===== src/rtl/tmr_pkg.sv =====
package tmr_pkg;
  // Register byte offsets on the bus
  localparam int unsigned OFF_MODE = 'h00;
  localparam int unsigned OFF_REF  = 'h04;
  localparam int unsigned OFF_CAP  = 'h08;
  localparam int unsigned OFF_CNT  = 'h0C;
  localparam int unsigned OFF_EV   = 'h11;

  // Mode word bit positions
  localparam int unsigned B_RUN     = 0;
  localparam int unsigned B_SEL_LO  = 1;
  localparam int unsigned B_SEL_HI  = 2;
  localparam int unsigned B_RESTART = 3;
  localparam int unsigned B_IRQ_EN  = 4;
  localparam int unsigned PSC_LSB   = 8;
  localparam int unsigned MODE_LOW_W = 8;

  // Event bit positions
  localparam int unsigned EV_CAP = 0;
  localparam int unsigned EV_REF = 1;

  // Clock-select codes
  typedef enum logic [1:0] {
    SEL_STOP0 = 2'd0,
    SEL_DIV   = 2'd1,
    SEL_DIV16 = 2'd2,
    SEL_STOP3 = 2'd3
  } clk_sel_e;
endpackage


===== src/rtl/tmr_prescaler.sv =====
module tmr_prescaler #(
  parameter int PSC_W   = 8,
  parameter int DIV_FIX = 16
) (
  input  logic             clk,
  input  logic             rst_n,
  input  logic             run,
  input  logic             restart,
  input  logic [PSC_W-1:0] psc,
  input  logic             fix_div,
  output logic             tick
);
  localparam int FIX_SH = $clog2(DIV_FIX);
  localparam int PRE_W  = PSC_W + FIX_SH;

  logic [PRE_W-1:0] pre_q;
  logic [PRE_W-1:0] div_m1;

  generate
    if (FIX_SH == 0) begin : g_nofix
      logic unused_fix;
      assign unused_fix = fix_div;
      assign div_m1 = psc;
    end else begin : g_fix
      // (P+1)*2^k - 1 equals P shifted left k with ones filled in
      assign div_m1 = fix_div ? {psc, {FIX_SH{1'b1}}} : PRE_W'(psc);
    end
  endgenerate

  assign tick = run && (pre_q == div_m1);

  always_ff @(posedge clk or negedge rst_n) begin
    if (!rst_n) begin
      pre_q <= '0;
    end else if (restart || !run || tick) begin
      pre_q <= '0;
    end else begin
      pre_q <= pre_q + 1'b1;
    end
  end
endmodule


===== src/rtl/tmr_counter.sv =====
module tmr_counter #(
  parameter int CNT_W = 16
) (
  input  logic             clk,
  input  logic             rst_n,
  input  logic             tick,
  input  logic             restart_en,
  input  logic             load,
  input  logic [CNT_W-1:0] load_val,
  input  logic [CNT_W-1:0] ref_val,
  output logic [CNT_W-1:0] count_q,
  output logic             hit_q
);
  logic [CNT_W-1:0] count_inc;
  logic             hit;

  assign count_inc = count_q + 1'b1;
  // A match is only reached by counting, never by a load
  assign hit = tick && !load && (count_inc == ref_val);

  always_ff @(posedge clk or negedge rst_n) begin
    if (!rst_n) begin
      count_q <= '0;
      hit_q   <= 1'b0;
    end else begin
      hit_q <= hit;
      if (load) begin
        count_q <= load_val;
      end else if (hit_q && restart_en) begin
        count_q <= '0;
      end else if (tick) begin
        count_q <= count_inc;
      end
    end
  end
endmodule


===== src/rtl/tmr_regs.sv =====
module tmr_regs
  import tmr_pkg::*;
#(
  parameter int CNT_W  = 16,
  parameter int MODE_W = 16,
  parameter int ADDR_W = 8
) (
  input  logic              clk,
  input  logic              rst_n,
  input  logic              bus_we,
  input  logic [ADDR_W-1:0] bus_addr,
  input  logic [CNT_W-1:0]  bus_wdata,
  output logic [CNT_W-1:0]  bus_rdata,
  input  logic [CNT_W-1:0]  count_q,
  input  logic              ref_event,
  output logic [MODE_W-1:0] mode_q,
  output logic [CNT_W-1:0]  ref_q,
  output logic [1:0]        ev_q,
  output logic              div_restart,
  output logic              cnt_load,
  output logic              irq
);
  logic [CNT_W-1:0] cap_q;
  logic             sel_mode, sel_ref, sel_cap, sel_cnt, sel_ev;
  logic             wr_mode, wr_ref, wr_cap, wr_ev;
  logic             shut_off;
  logic [1:0]       ev_clr;
  logic [1:0]       ev_set;

  assign sel_mode = (bus_addr == ADDR_W'(OFF_MODE));
  assign sel_ref  = (bus_addr == ADDR_W'(OFF_REF));
  assign sel_cap  = (bus_addr == ADDR_W'(OFF_CAP));
  assign sel_cnt  = (bus_addr == ADDR_W'(OFF_CNT));
  assign sel_ev   = (bus_addr == ADDR_W'(OFF_EV));

  assign wr_mode  = bus_we && sel_mode;
  assign wr_ref   = bus_we && sel_ref;
  assign wr_cap   = bus_we && sel_cap;
  assign wr_ev    = bus_we && sel_ev;
  assign cnt_load = bus_we && sel_cnt;

  assign div_restart = wr_mode || wr_ref;
  assign shut_off    = wr_mode && mode_q[B_RUN] && !bus_wdata[B_RUN];

  assign ev_clr = wr_ev ? bus_wdata[1:0] : 2'b00;
  always_comb begin
    ev_set = 2'b00;
    ev_set[EV_REF] = ref_event;
  end

  always_ff @(posedge clk or negedge rst_n) begin
    if (!rst_n) begin
      mode_q <= '0;
      ref_q  <= '0;
      cap_q  <= '0;
      ev_q   <= '0;
      irq    <= 1'b0;
    end else begin
      if (shut_off) begin
        mode_q <= '0;
        ref_q  <= '0;
      end else begin
        if (wr_mode) mode_q <= bus_wdata[MODE_W-1:0];
        if (wr_ref)  ref_q  <= bus_wdata;
      end
      if (wr_cap) cap_q <= bus_wdata;
      // a fresh event outranks a simultaneous clear
      ev_q <= (ev_q & ~ev_clr) | ev_set;
      irq  <= mode_q[B_IRQ_EN] && ev_q[EV_REF];
    end
  end

  always_comb begin
    bus_rdata = '0;
    if (sel_mode)     bus_rdata = CNT_W'(mode_q);
    else if (sel_ref) bus_rdata = ref_q;
    else if (sel_cap) bus_rdata = cap_q;
    else if (sel_cnt) bus_rdata = count_q;
    else if (sel_ev)  bus_rdata = CNT_W'(ev_q);
  end
endmodule


===== src/rtl/tmr_ref_timer.sv =====
module tmr_ref_timer
  import tmr_pkg::*;
#(
  parameter int CNT_W   = 16,
  parameter int PSC_W   = 8,
  parameter int DIV_FIX = 16,
  parameter int ADDR_W  = 8
) (
  input  logic              clk,
  input  logic              rst_n,
  input  logic              bus_we,
  input  logic [ADDR_W-1:0] bus_addr,
  input  logic [CNT_W-1:0]  bus_wdata,
  output logic [CNT_W-1:0]  bus_rdata,
  output logic              irq
);
  localparam int MODE_W = MODE_LOW_W + PSC_W;

  logic [MODE_W-1:0] mode_q;
  logic [CNT_W-1:0]  ref_q;
  logic [CNT_W-1:0]  count_q;
  logic [1:0]        ev_q;
  logic              hit_q;
  logic              div_restart;
  logic              cnt_load;
  logic              tick;
  logic              running;
  clk_sel_e          sel;
  logic              unused_mode_bits;

  assign sel     = clk_sel_e'(mode_q[B_SEL_HI:B_SEL_LO]);
  assign running = mode_q[B_RUN] && ((sel == SEL_DIV) || (sel == SEL_DIV16));
  assign unused_mode_bits = ^mode_q[MODE_LOW_W-1:B_IRQ_EN+1];

  tmr_regs #(
    .CNT_W  (CNT_W),
    .MODE_W (MODE_W),
    .ADDR_W (ADDR_W)
  ) i_regs (
    .clk         (clk),
    .rst_n       (rst_n),
    .bus_we      (bus_we),
    .bus_addr    (bus_addr),
    .bus_wdata   (bus_wdata),
    .bus_rdata   (bus_rdata),
    .count_q     (count_q),
    .ref_event   (hit_q),
    .mode_q      (mode_q),
    .ref_q       (ref_q),
    .ev_q        (ev_q),
    .div_restart (div_restart),
    .cnt_load    (cnt_load),
    .irq         (irq)
  );

  tmr_prescaler #(
    .PSC_W   (PSC_W),
    .DIV_FIX (DIV_FIX)
  ) i_pre (
    .clk     (clk),
    .rst_n   (rst_n),
    .run     (running),
    .restart (div_restart),
    .psc     (mode_q[MODE_W-1:PSC_LSB]),
    .fix_div (sel == SEL_DIV16),
    .tick    (tick)
  );

  tmr_counter #(
    .CNT_W (CNT_W)
  ) i_cnt (
    .clk        (clk),
    .rst_n      (rst_n),
    .tick       (tick),
    .restart_en (mode_q[B_RESTART]),
    .load       (cnt_load),
    .load_val   (bus_wdata),
    .ref_val    (ref_q),
    .count_q    (count_q),
    .hit_q      (hit_q)
  );
endmodule


===== config.mk =====
export PLATFORM = sky130hd
export DESIGN_NAME = tmr_ref_timer
export DESIGN_NICKNAME = d
export VERILOG_FILES = /design/src/rtl/tmr_pkg.sv /design/src/rtl/tmr_prescaler.sv /design/src/rtl/tmr_counter.sv /design/src/rtl/tmr_regs.sv /design/src/rtl/tmr_ref_timer.sv
export SDC_FILE = /design/constraint.sdc
export NUM_CORES = 1
export LEC_CHECK = 0
export BUFFER_PORTS_ARGS = -buffer_cell sky130_fd_sc_hd__buf_2
export CAP_MARGIN = 40
export CORE_ASPECT_RATIO = 0.9
export CORE_MARGIN = 3
export CORE_UTILIZATION = 40
export CTS_CLUSTER_SIZE = 12
export DETAILED_ROUTE_END_ITERATION = 8
export PLACE_DENSITY = 0.66
export SYNTH_ARGS = -nofsm -noshare
export SYNTH_HDL_FRONTEND = slang
export SYNTH_SLANG_ARGS = --single-unit

===== constraint.sdc =====
create_clock -name clk -period 5.15 [get_ports clk]
set_clock_uncertainty 0.05 [all_clocks]
set_input_delay 0.7725 -clock clk [delete_from_list [all_inputs] [get_ports clk]]
set_output_delay 0.7725 -clock clk [all_outputs]
set_load 0.01 [all_outputs]

# ---- Word level (Yosys, flattened, before mapping)
# Index checks and enable logic that the tools add are counted.
dict set report totals {
  register_bits 80
  latchBits 0
  ramBits 0
  rom_bits 0
  inputBits 27
  output_inout_bits 17
  word_cells 60
  memories 0
}
dict set report op_classes {
  addsub 2
  mul 0
  div 0
  magnitude_cmp 0
  n_eq_ne 8
  n_shift 0
  mux 15
  n_bitwise 3
  reduce_logical 24
}
# op n
set op_table {}
lappend op_table {{2-to-1 mux 16 bit} 11}
lappend op_table {{2-to-1 mux 12 bit} 2}
lappend op_table {{adder 16 x 1 -> 16 bit (second input constant)} 1}
lappend op_table {{equality test 16 bit} 1}
lappend op_table {{equality test 8 x 4 -> 1 bit (second input constant)} 2}
lappend op_table {{logical AND 1 bit} 13}
lappend op_table {{adder 12 x 1 -> 12 bit (second input constant)} 1}
lappend op_table {{equality test 12 bit} 1}
lappend op_table {{equality test 8 x 3 -> 1 bit (second input constant)} 1}
lappend op_table {{equality test 8 x 5 -> 1 bit (second input constant)} 1}
lappend op_table {{zero test 8 bit} 1}
lappend op_table {{logical OR 1 bit} 4}
lappend op_table {{2-to-1 mux 2 bit} 2}
lappend op_table {{nonzero test 2 bit} 2}
lappend op_table {{zero test 1 bit} 3}
lappend op_table {{nonzero test 3 bit} 1}
lappend op_table {{bitwise AND 2 bit} 1}
lappend op_table {{equality test 2 x 1 -> 1 bit (second input constant)} 1}
lappend op_table {{equality test 2 bit (second input constant)} 1}
lappend op_table {{NOT 2 bit} 1}
lappend op_table {{bitwise OR 2 bit} 1}

# ---- Depth between registers and ports, before layout
# Gate-level depths: netlist of the first run.
dict set report depth {
  ltp_word 7
  mapped_depth 12
  ltp_nobuf 8
}

# ---- Modules after synthesis
# A second synthesis of the first run with hierarchy kept.
dict set report unflattened {
  cells_unflattened 506
  hier_area_um2 4992.3
}
# module instances cells_each area_each_um2 seq_area_each_um2
set by_module_without_submodules {}
lappend by_module_without_submodules {tmr_regs 1 202 2534.9 1276.2}
lappend by_module_without_submodules {tmr_counter 1 195 1536.5 425.4}
lappend by_module_without_submodules {tmr_prescaler 1 106 890.9 300.3}
lappend by_module_without_submodules {tmr_ref_timer 1 3 30.0 0.0}

# ---- Worst setup path after synthesis of the first run
# No wires, ideal clock.
dict set report synth_path {
  kind {input to output}
  from {in bus_addr[2]}
  to {out bus_rdata[0]}
  arrival_time_ns 2.246
  required_ns 4.328
  setup_slack_ns 2.082
  stages 5
  path_buffers 3
  cell_sequence {clkbuf_1 -> clkbuf_1 -> buf_2 -> mux4_2 -> a22o_1}
}
dict set report synth_via {
  elab_chain_len 6
  word_cells_on_any_way 10
  classes_between {eq/ne (4); mux (5); reduce/logical (1)}
}
# element line_no
set synth_lines {}
lappend synth_lines {{from (decl)} tmr_ref_timer.sv:12} ;# input logic [ADDR_W-1:0] bus_addr,
lappend synth_lines {{equality test 8 x 5 -> 1 bit} tmr_regs.sv:34} ;# assign sel_ev = (bus_addr == ADDR_W'(OFF_EV));
lappend synth_lines {{2-to-1 mux 2 bit} tmr_regs.sv:79} ;# else if (sel_ev) bus_rdata = CNT_W'(ev_q);
lappend synth_lines {{2-to-1 mux 16 bit} tmr_regs.sv:78} ;# else if (sel_cnt) bus_rdata = count_q;
lappend synth_lines {{2-to-1 mux 16 bit} tmr_regs.sv:77} ;# else if (sel_cap) bus_rdata = cap_q;
lappend synth_lines {{2-to-1 mux 16 bit} tmr_regs.sv:76} ;# else if (sel_ref) bus_rdata = ref_q;
lappend synth_lines {{2-to-1 mux 16 bit *} tmr_regs.sv:75} ;# if (sel_mode) bus_rdata = CNT_W'(mode_q);
lappend synth_lines {{to (decl)} tmr_ref_timer.sv:14} ;# output logic [CNT_W-1:0] bus_rdata,
# Every way passes the cells marked *; elsewhere a longest branch is shown, timed or not.

# ---- Final worst setup path of the first run
dict set report layout_path {
  from {reg i_regs.mode_q[1]}
  to {reg i_pre.pre_q[4]}
}
dict set report layout_via {
  elab_chain_len 7
  word_cells_on_any_way 11
  classes_between {eq/ne (3); mux (2); reduce/logical (6)}
}
# element line_no
set layout_lines {}
lappend layout_lines {{from (decl)} tmr_regs.sv:16} ;# output logic [MODE_W-1:0] mode_q,
lappend layout_lines {{from (signal assigned)} tmr_regs.sv:63} ;# if (wr_mode) mode_q <= bus_wdata[MODE_W-1:0];
lappend layout_lines {{branches (longest 5 deep; another with 2-to-1 mux 12 bit)} --}
lappend layout_lines {{logical OR 1 bit *} tmr_prescaler.sv:35} ;# end else if (restart || !run || tick) begin
lappend layout_lines {{2-to-1 mux 12 bit *} tmr_prescaler.sv:35}
lappend layout_lines {{to (signal assigned)} tmr_prescaler.sv:38} ;# pre_q <= pre_q + 1'b1;
lappend layout_lines {{to (decl)} tmr_prescaler.sv:16} ;# logic [PRE_W-1:0] pre_q;
# Every way passes the cells marked *.
# A chain may end at the register's enable or synchronous reset.

==> run summary, run 1 <==
multi-input logic area = 2680 µm²
Worst Hold Class = input pin to async pin
Area Overhead vs Synth = 12.5%
IO buf count = 43
kind of start point of the critical path = flop
crit path from = i_regs.mode_q[1]
Max Transition Viols Final = 0
number of gates resized after cts = 0
Worst Path Max Fanout = 15
Congestion Overflow GR = 0
slew margin rel. = 41.1%
Initial Util = 41.9%
Hold-fix buffers, CTS = 0
DR iter-0 viols = 416
Post-Synthesis Cell Area = 4880 µm²
status = complete, no violations
Leakage = 2.55 nW
Worst-Margin Slew = 0.883 ns
PD cells = 274 nW/µm²
clock-pin slew on the worst setup and hold paths = 0.06 ns
syn_nets = 511
RSZ-0062 raised after global routing = no
Ports = 44
Critical Path, Cell by Cell = inv_1, ha_1, mux2i_1, xnor2_1, nor4_4, nand3_2, nand3b_1, nor2_1
worst r2r dst = i_pre.pre_q[4]
final worst path period need = 3.26 ns
vias in the first global route = 3954
per-cell routed wire length = 20.0 µm
final hold violations = 0
flop and latch count out of synthesis = 80
number of enable flip-flop cells after synthesis = 0
synth top area cells = dfrtp_1 (41%), mux4_2 (7.4%), xnor2_1 (5.2%)
drt pass-1 iters = 5
FF/Latch Area = 2000 µm²
fmax = 307 MHz
Syn Inst Count = 480
# rows = 37
Setup crit end kind = flop
first-pass GRT wire length = 21700 µm
setup TNS = 0 ns
Die Ht = 111 µm
CTS H-tree depth = 3
ys async rst share = 100%
sequential-to-total area share from yosys stat = 41.0%
post-CTS setup buffers = 0
Most used DFF post-synth = dfrtp_1
gpl congestion = 0.900
Clk Latency, worst-skew pair = 0.34 ns
worst reg2reg path startpoint = i_regs.mode_q[1]
layout cells sized above 1 = 21.2%
Sink Count = 80
Critical Path AT = 3.41 ns
part of the cycle the worst path needs = 63.3%
via count = 3983
initial antenna violation count = 0
filler cell count = 1118
CTS Buffer Depth = 2
total of max-cap violations = 0
CTS Root Cell = clkbuf_16
WP data required = 5.30 ns
area share of the largest cell type after synthesis = 41.0%
Synth Warn # = 0
pin count of the biggest net entering global routing = 63
Critical Path Max Stage Delay = 0.55 ns
Core ar. = 11700 µm²
die area = 13600 µm²
R2R Setup Slk = 1.89 ns
dpl cell area = 5220 µm²
antenna viol nets, final = 0
CTS tree = built
Post-layout nets = 538
total CTS buffers = 9
vias per cell = 5.98
synth unique cells = 61
Final Cell Area = 5490 µm²
DPL Wire Length = 9320 µm
DRC Markers = 0
chip width = 122 µm
Routed WL = 13300 µm
gr usage total = 20.5%
slowest CP cell = nor4_4
Peak VDD IR = 155 µV
antenna cells = 0
final count of negative-setup-slack endpoints = 0
Reg2Reg Depth = 8
Syn Area/Cell = 10.2 µm²
Yosys top cell by area = dfrtp_1
CP Class = flop to flop
==> power breakdown <==
| group | total (mW) | switching, mW | internal, mW |
|---|---|---|---|
| logic | 0.198 | 0.103 | 0.0948 |
| clock network | 0.606 | 0.245 | 0.361 |
| registers | 0.701 | 0.0431 | 0.658 |
| total | 1.51 | 0.391 | 1.11 |
==> layout make-up <==
| type | instances | area share (%) |
|---|---|---|
| multi-input combinational | 355 | 48.8 |
| sequential | 80 | 36.5 |
| timing repair buffer | 50 | 5.49 |
| clock buffer | 14 | 4.99 |
| tap | 156 | 3.55 |
| inverter | 11 | 0.752 |
==> cells by family (layout without fill, tap and decap cells) <==
| group | Yosys count | in the layout | synth area share, % |
|---|---|---|---|
| xor+xnor | 44 | 44 | 7.89 |
| buf+inv | 45 | 75 | 4.30 |
| mux | 39 | 39 | 12.6 |
| simple gates | 189 | 189 | 20.8 |
| flops | 80 | 80 | 41.0 |
| compound gates | 79 | 79 | 12.4 |
| fa+ha+maj | 4 | 4 | 1.02 |
==> placed cells by master (no fill, tap or decap), types with 5 or more instances in the layout <==
| cell type | Yosys | layout |
|---|---|---|
| buf_2 | 14 | 42 |
| mux2_2 | 19 | 19 |
| mux4_2 | 16 | 16 |
| a22o_1 | 24 | 24 |
| nand4_1 | 12 | 12 |
| o2bb2a_1 | 5 | 5 |
| clkbuf_16 | 0 | 9 |
| dfrtp_1 | 80 | 80 |
| nand3_1 | 32 | 32 |
| xor2_1 | 15 | 15 |
| nor2_1 | 27 | 27 |
| a21oi_1 | 10 | 10 |
| and3_1 | 21 | 21 |
| nor3_1 | 7 | 7 |
| nand2_1 | 56 | 56 |
| o21ai_0 | 10 | 10 |
| inv_1 | 11 | 11 |
| a32oi_1 | 5 | 5 |
| xnor2_1 | 29 | 29 |
==> synth_stat cells (4+ instances only) <==
library cell and number:
and4_1 4, inv_1 11, nand3_1 32, o2bb2a_1 5, ha_1 4, dfrtp_1 80
clkbuf_1 14, nor2_1 27, a32oi_1 5, mux2_2 19, and3_1 21, nor4_1 4
buf_2 14, xor2_1 15, a21oi_1 10, mux4_2 16, a22o_1 24, nor3_1 7
mux2i_1 4, nand2_1 56, o21ai_0 10, xnor2_1 29, nand4_1 12, or3_1 4
nand2b_1 4
==> sequential cells by signal, indices dropped and copies added (netlist names) <==
| register | cells |
|---|---|
| i_cnt.count_q | 16 |
| i_regs.cap_q | 16 |
| i_regs.mode_q | 16 |
| i_regs.ref_q | 16 |
| i_pre.pre_q | 12 |
| i_regs.ev_q | 2 |
| i_cnt.hit_q | 1 |
| i_regs.irq | 1 |
==> metal layers <==
metal	track usage [%]	vias to the layer above	share of wire (%)
met5	0	-	0
met1	28.4	2008	44
li1	-	1810	-
met3	5.77	27	5.6
met4	5.00	0	2.1
met2	31.8	138	48
==> metrics by stage <==
step | instances | hold WS, ns | worst slack, ns | power (mW) | util (%)
5_1_grt | 666 | 0.270 | 1.68 | 1.57 | 47.1
4_1_cts | 666 | 0.262 | 1.93 | 1.52 | 47.1
3_5_place_dp | 652 | 0.406 | 1.77 | 0.907 | 44.7
3_3_place_gp | 648 | 0.398 | 1.79 | 0.896 | 44.2
2_1_floorplan | 480 | 0.384 | 2.08 | 0.832 | -
6_report | 666 | 0.260 | 1.89 | 1.51 | 47.1
==> worst max-delay path: cells and delay by family, from the launching register on <==
kind                     cells  cell delay, ns
buffers and inverters        1            0.11
XOR/XNOR                     1            0.15
adder cells (fa/ha/maj)      1            0.50
AND/OR/NAND/NOR              4            1.62
multiplexers                 1            0.27
flip-flops                   1            0.41
==> how the worst max path moves through the flow <==
stage	to	slack, ns	depth (start not counted)
after floorplan	bus_rdata[0]	2.08	5
after global placement	i_cnt.count_q[5]	1.79	6
after detailed placement	i_cnt.count_q[15]	1.77	8
after CTS	i_pre.pre_q[4]	1.93	8
after global routing	i_pre.pre_q[8]	1.68	8
final	i_pre.pre_q[4]	1.89	8
Note: power is estimated with default switching activity, not from simulation.
==> run 2: changes to the inputs <==
==> constraint.sdc (replaced) <==
create_clock -name clk -period 3.3 [get_ports clk]
set_clock_uncertainty 0.05 [all_clocks]
set_input_delay 0.495 -clock clk [delete_from_list [all_inputs] [get_ports clk]]
set_output_delay 0.495 -clock clk [all_outputs]
set_load 0.01 [all_outputs]
==> run 2 against run 1 <==
Compared with the run above:
- clock power grew 63%
- critical path depth unchanged
- non-clock buffer count grew 8
- first-iteration DRC count decreased by 13%
- maximum frequency up 8.0%
- cell count is 1.4% higher
- critical endpoint is now i_cnt.count_q[9]
==> run summary, run 2 (synthesis results as in run 1) <==
commonest non-fill, non-tap cells in the layout = dfrtp_1 (80), nand2_1 (56), buf_2 (42)
final hold violations = 0
Metal-1 WL = 5960 µm
gr usage total = 21.1%
crit path from = i_regs.mode_q[1]
PD cells = 431 nW/µm²
CP Class = flop to flop
Area Overhead vs Synth = 13.8%
via count = 4014
Initial Util = 41.9%
RSZ-0062 raised after global routing = no
met3 WL = 772 µm
chip width = 122 µm
setup TNS = 0 ns
clock-pin slew on the worst setup and hold paths = 0.06 ns
WP data required = 3.48 ns
IO buf count = 43
Core ar. = 11700 µm²
R2R Setup Slk = 0.28 ns
Post-layout nets = 546
die area = 13600 µm²
fmax = 331 MHz
Worst-Margin Slew = 0.806 ns
pin count of the biggest net entering global routing = 46
Hold-fix buffers, CTS = 0
initial antenna violation count = 0
final count of negative-setup-slack endpoints = 0
DPL Wire Length = 9480 µm
antenna viol nets, final = 0
met2 WL = 6480 µm
worst r2r dst = i_cnt.count_q[9]
antenna cells = 0
CTS tree = built
Worst Hold Class = input pin to async pin
# rows = 37
Reg2Reg Depth = 8
worst reg2reg path startpoint = i_regs.mode_q[1]
CTS Buffer Depth = 2
CTS Root Cell = clkbuf_16
Sink Count = 80
Die Ht = 111 µm
DRC Markers = 0
Design Power = 2.39 mW
Routed WL = 13600 µm
final worst path period need = 3.02 ns
part of the cycle the worst path needs = 91.4%
kind of start point of the critical path = flop
Setup crit end kind = flop
status = complete, no violations
post-CTS setup buffers = 0
layout cells sized above 1 = 22.5%
CTS H-tree depth = 3
gpl congestion = 0.852
slew margin rel. = 46.2%
filler cell count = 1112
Peak VDD IR = 264 µV
worst setup path endpoint = i_cnt.count_q[9]
total of max-cap violations = 0
DR iter-0 viols = 360
drt pass-1 iters = 5
first-pass GRT wire length = 22300 µm
Clk Latency, worst-skew pair = 0.34 ns
Ports = 44
Congestion Overflow GR = 0
Critical Path AT = 3.20 ns
commonest non-fill, non-tap cell in the layout = dfrtp_1
top sig layer = met4
per-cell routed wire length = 20.1 µm
Worst Path Max Fanout = 15
Leakage = 2.59 nW
number of gates resized after cts = 0
total CTS buffers = 9
vias per cell = 5.95
Max Transition Viols Final = 0
vias in the first global route = 4110
-- run 2: layout make-up --
class                      count  area, µm²  share of cell area, %
multi-input combinational    355       2680                   48.2
sequential                    80       2000                   36.0
timing repair buffer          58        350                   6.31
clock buffer                  12        246                   4.44
tap                          156        195                   3.51
clock inverter                 3       42.5                  0.766
inverter                      11       41.3                  0.743
-- run 2: worst min path at each step --
| stage | startpoint | endpoint | slack (ns) | cells after the start |
|---|---|---|---|---|
| global placement | i_regs.mode_q[6] | i_regs.mode_q[6] | 0.40 | 2 |
| global route | rst_n | i_pre.pre_q[10] | 0.1 | 1 |
| detailed placement | i_regs.mode_q[5] | i_regs.mode_q[5] | 0.41 | 2 |
| floorplan | rst_n | i_cnt.count_q[0] | 0.15 | 0 |
| CTS | rst_n | i_pre.pre_q[11] | 0.09 | 1 |
| finish | rst_n | i_pre.pre_q[6] | 0.07 | 1 |
-- run 2: power by group --
| part | switching, mW | total [mW] | internal [mW] |
|---|---|---|---|
| clock network | 0.386 | 0.987 | 0.601 |
| registers | 0.0693 | 1.10 | 1.03 |
| logic | 0.159 | 0.312 | 0.152 |
| total | 0.614 | 2.39 | 1.78 |
-- run 2: critical path: stages, from the launching register on --
cell and delay (ns):
dfrtp_1 0.37, inv_1 0.09, ha_1 0.50, nand2_1 0.16
xnor2_1 0.22, nor4_4 0.46, nand3_2 0.40, nand2b_1 0.33
o311ai_1 0.31
-- run 2: per-layer routing --
metal | GRT usage, % | vias up
li1 | - | 1833
met1 | 28.2 | 2004
met2 | 33.4 | 144
met3 | 4.64 | 33
met4 | 7.84 | 0
met5 | 0 | -
-- run 2: through the flow --
step           hold slack [ns]  setup slack [ns]  instances  area [µm²]  utilization [%]
2_1_floorplan            0.149             0.787        480        4880                -
3_3_place_gp             0.397             0.465        659        5240             44.9
3_5_place_dp             0.410             0.343        660        5270             45.1
4_1_cts                 0.0859             0.318        675        5560             47.6
5_1_grt                 0.0991           0.00432        675        5560             47.6
6_report                0.0666             0.283        675        5560             47.6
==> run 3: changes to the inputs <==
--- a/config.mk
+++ b/config.mk
@@ -13,6 +13,7 @@
 export CTS_CLUSTER_SIZE = 12
 export DETAILED_ROUTE_END_ITERATION = 8
 export PLACE_DENSITY = 0.66
+export RECOVER_POWER = 100
 export SYNTH_ARGS = -nofsm -noshare
 export SYNTH_HDL_FRONTEND = slang
 export SYNTH_SLANG_ARGS = --single-unit
==> run 3 against run 2 <==
Compared with the run above:
- the run now ends with max-capacitance violations, max-slew violations left
- via count increased by 0.60%
- maximum frequency fell by 1.7%
- combinational power decreased by 3%
- global-route usage stayed put
- count of clock-buffer cells in the layout unchanged
- sequential power is essentially flat
- design area shrank 1.5%
- critical endpoint is now i_cnt.count_q[15]
==> run summary, run 3 (synthesis results as in run 1) <==
Critical Path, Cell by Cell = inv_1, ha_1, nand2_1, xnor2_1, nor4_4, nand3_2, nand2b_1, o311ai_0
PD cells = 435 nW/µm²
slew margin rel. = -27.2%
via count = 4038
Worst Path Max Fanout = 15
Sw Pwr = 609 µW
fmax = 326 MHz
first-pass GRT wire length = 22300 µm
vias per cell = 5.98
Peak VDD IR = 264 µV
failing checks = max-capacitance violations, max-slew violations
total of max-cap violations = 1
Die Ht = 111 µm
IO buf count = 43
clock-pin slew on the worst setup and hold paths = 0.06 ns
Clock Power Share = 41.3%
final count of negative-setup-slack endpoints = 0
commonest non-fill, non-tap cells in the layout = dfrtp_1 (80), nand2_1 (57), nand3_1 (32)
post-CTS setup buffers = 0
slowest CP cell = ha_1
Post-layout nets = 546
Worst Hold Class = input pin to flop
met2 GRT Util = 33.4%
kind of start point of the critical path = flop
Clk Latency, worst-skew pair = 0.34 ns
Sw Share = 25.6%
drt pass-1 iters = 5
antenna cells = 0
final worst path period need = 3.07 ns
GRT met3 Usage = 4.64%
DPL Wire Length = 9480 µm
CTS Root Cell = clkbuf_16
Critical Path Max Stage Delay = 0.51 ns
initial antenna violation count = 0
Core ar. = 11700 µm²
part of the cycle the worst path needs = 93.0%
final hold violations = 0
Critical Path AT = 3.24 ns
total internal power = 1.77 mW
layout cells sized above 1 = 18.1%
die area = 13600 µm²
setup TNS = 0 ns
RSZ-0062 raised after global routing = no
Max Transition Viols Final = 37
Worst-Margin Slew = 1.91 ns
status = finished with violations
WP data required = 3.47 ns
gr busiest metal = met2
CTS H-tree depth = 3
combinational share of power = 12.7%
Area Overhead vs Synth = 12.0%
Seq pwr share = 46.0%
Sink Count = 80
Initial Util = 41.9%
Setup crit end kind = flop
number of gates resized after cts = 0
chip width = 122 µm
gpl congestion = 0.852
pin count of the biggest net entering global routing = 46
CTS tree = built
CTS Buffer Depth = 2
Ports = 44
Leakage = 2.49 nW
Hold-fix buffers, CTS = 0
vias in the first global route = 4110
Hold WS = 0.323 ns
CP Class = flop to flop
commonest non-fill, non-tap cell in the layout = dfrtp_1
filler cell count = 1135
DR iter-0 viols = 338
met1 usage = 28.2%
per-cell routed wire length = 20.1 µm
DRC Markers = 0
Congestion Overflow GR = 0
gr usage total = 21.1%
# rows = 37
total CTS buffers = 9
antenna viol nets, final = 0
Routed WL = 13500 µm
[run 3: per-stage QoR]
stage / setup WS [ns] / cell area (µm²) / util (%) / power, mW / cells
after floorplan: 0.787 / 4880 / - / 1.30 / 480
after global placement: 0.465 / 5240 / 44.9 / 1.40 / 659
after detailed placement: 0.343 / 5270 / 45.1 / 1.42 / 660
after CTS: 0.318 / 5560 / 47.6 / 2.41 / 675
after global routing: 0.00432 / 5470 / 46.9 / 2.48 / 675
final: 0.232 / 5470 / 46.9 / 2.38 / 675
[run 3: metal layers]
metal  share of wire, %  wire length (µm)
met5                  0                 0
met4                2.7               366
met3                5.4               731
met2                 48              6470
met1                 44              5980
[run 3: final cells by class]
type,count,area [µm²],area share [%]
tap,156,195,3.57
inverter,11,41.3,0.755
clock buffer,12,246,4.50
sequential,80,2000,36.6
clock inverter,3,42.5,0.777
timing repair buffer,58,290,5.31
multi-input combinational,355,2650,48.5
[run 3: final timing paths]
check	from	slack (ns)	endpoint	depth (start not counted)
min in group asynchronous	rst_n	0.63	i_pre.pre_q[6]	1
setup reg to reg	i_regs.mode_q[1]	0.23	i_cnt.count_q[15]	8
hold reg to reg	i_regs.mode_q[5]	0.42	i_regs.mode_q[5]	2
max in group asynchronous	rst_n	0.62	i_regs.mode_q[5]	2
hold / removal	bus_we	0.32	i_regs.ev_q[0]	2
setup / recovery	i_regs.mode_q[1]	0.23	i_cnt.count_q[15]	8
[run 3: power groups by stage]
stage                     registers, mW  clock network (mW)  logic, mW
final                              1.10               0.983      0.303
after floorplan                    1.08                   0      0.218
after detailed placement           1.11                   0      0.310
after global routing               1.10                1.05      0.334
after global placement             1.11                   0      0.297
after CTS                          1.09                1.00      0.313
[run 3: worst max-delay path, delay by kind of cell, from the launching register on]
kind / cells / cell delay, ns
AOI/OAI and AO/OA: 1 / 0.34
xor gates and xnor gates: 1 / 0.22
adders and majority gates: 1 / 0.51
buffers and inverters: 1 / 0.09
DFF: 1 / 0.37
and+or+nand+nor: 4 / 1.35
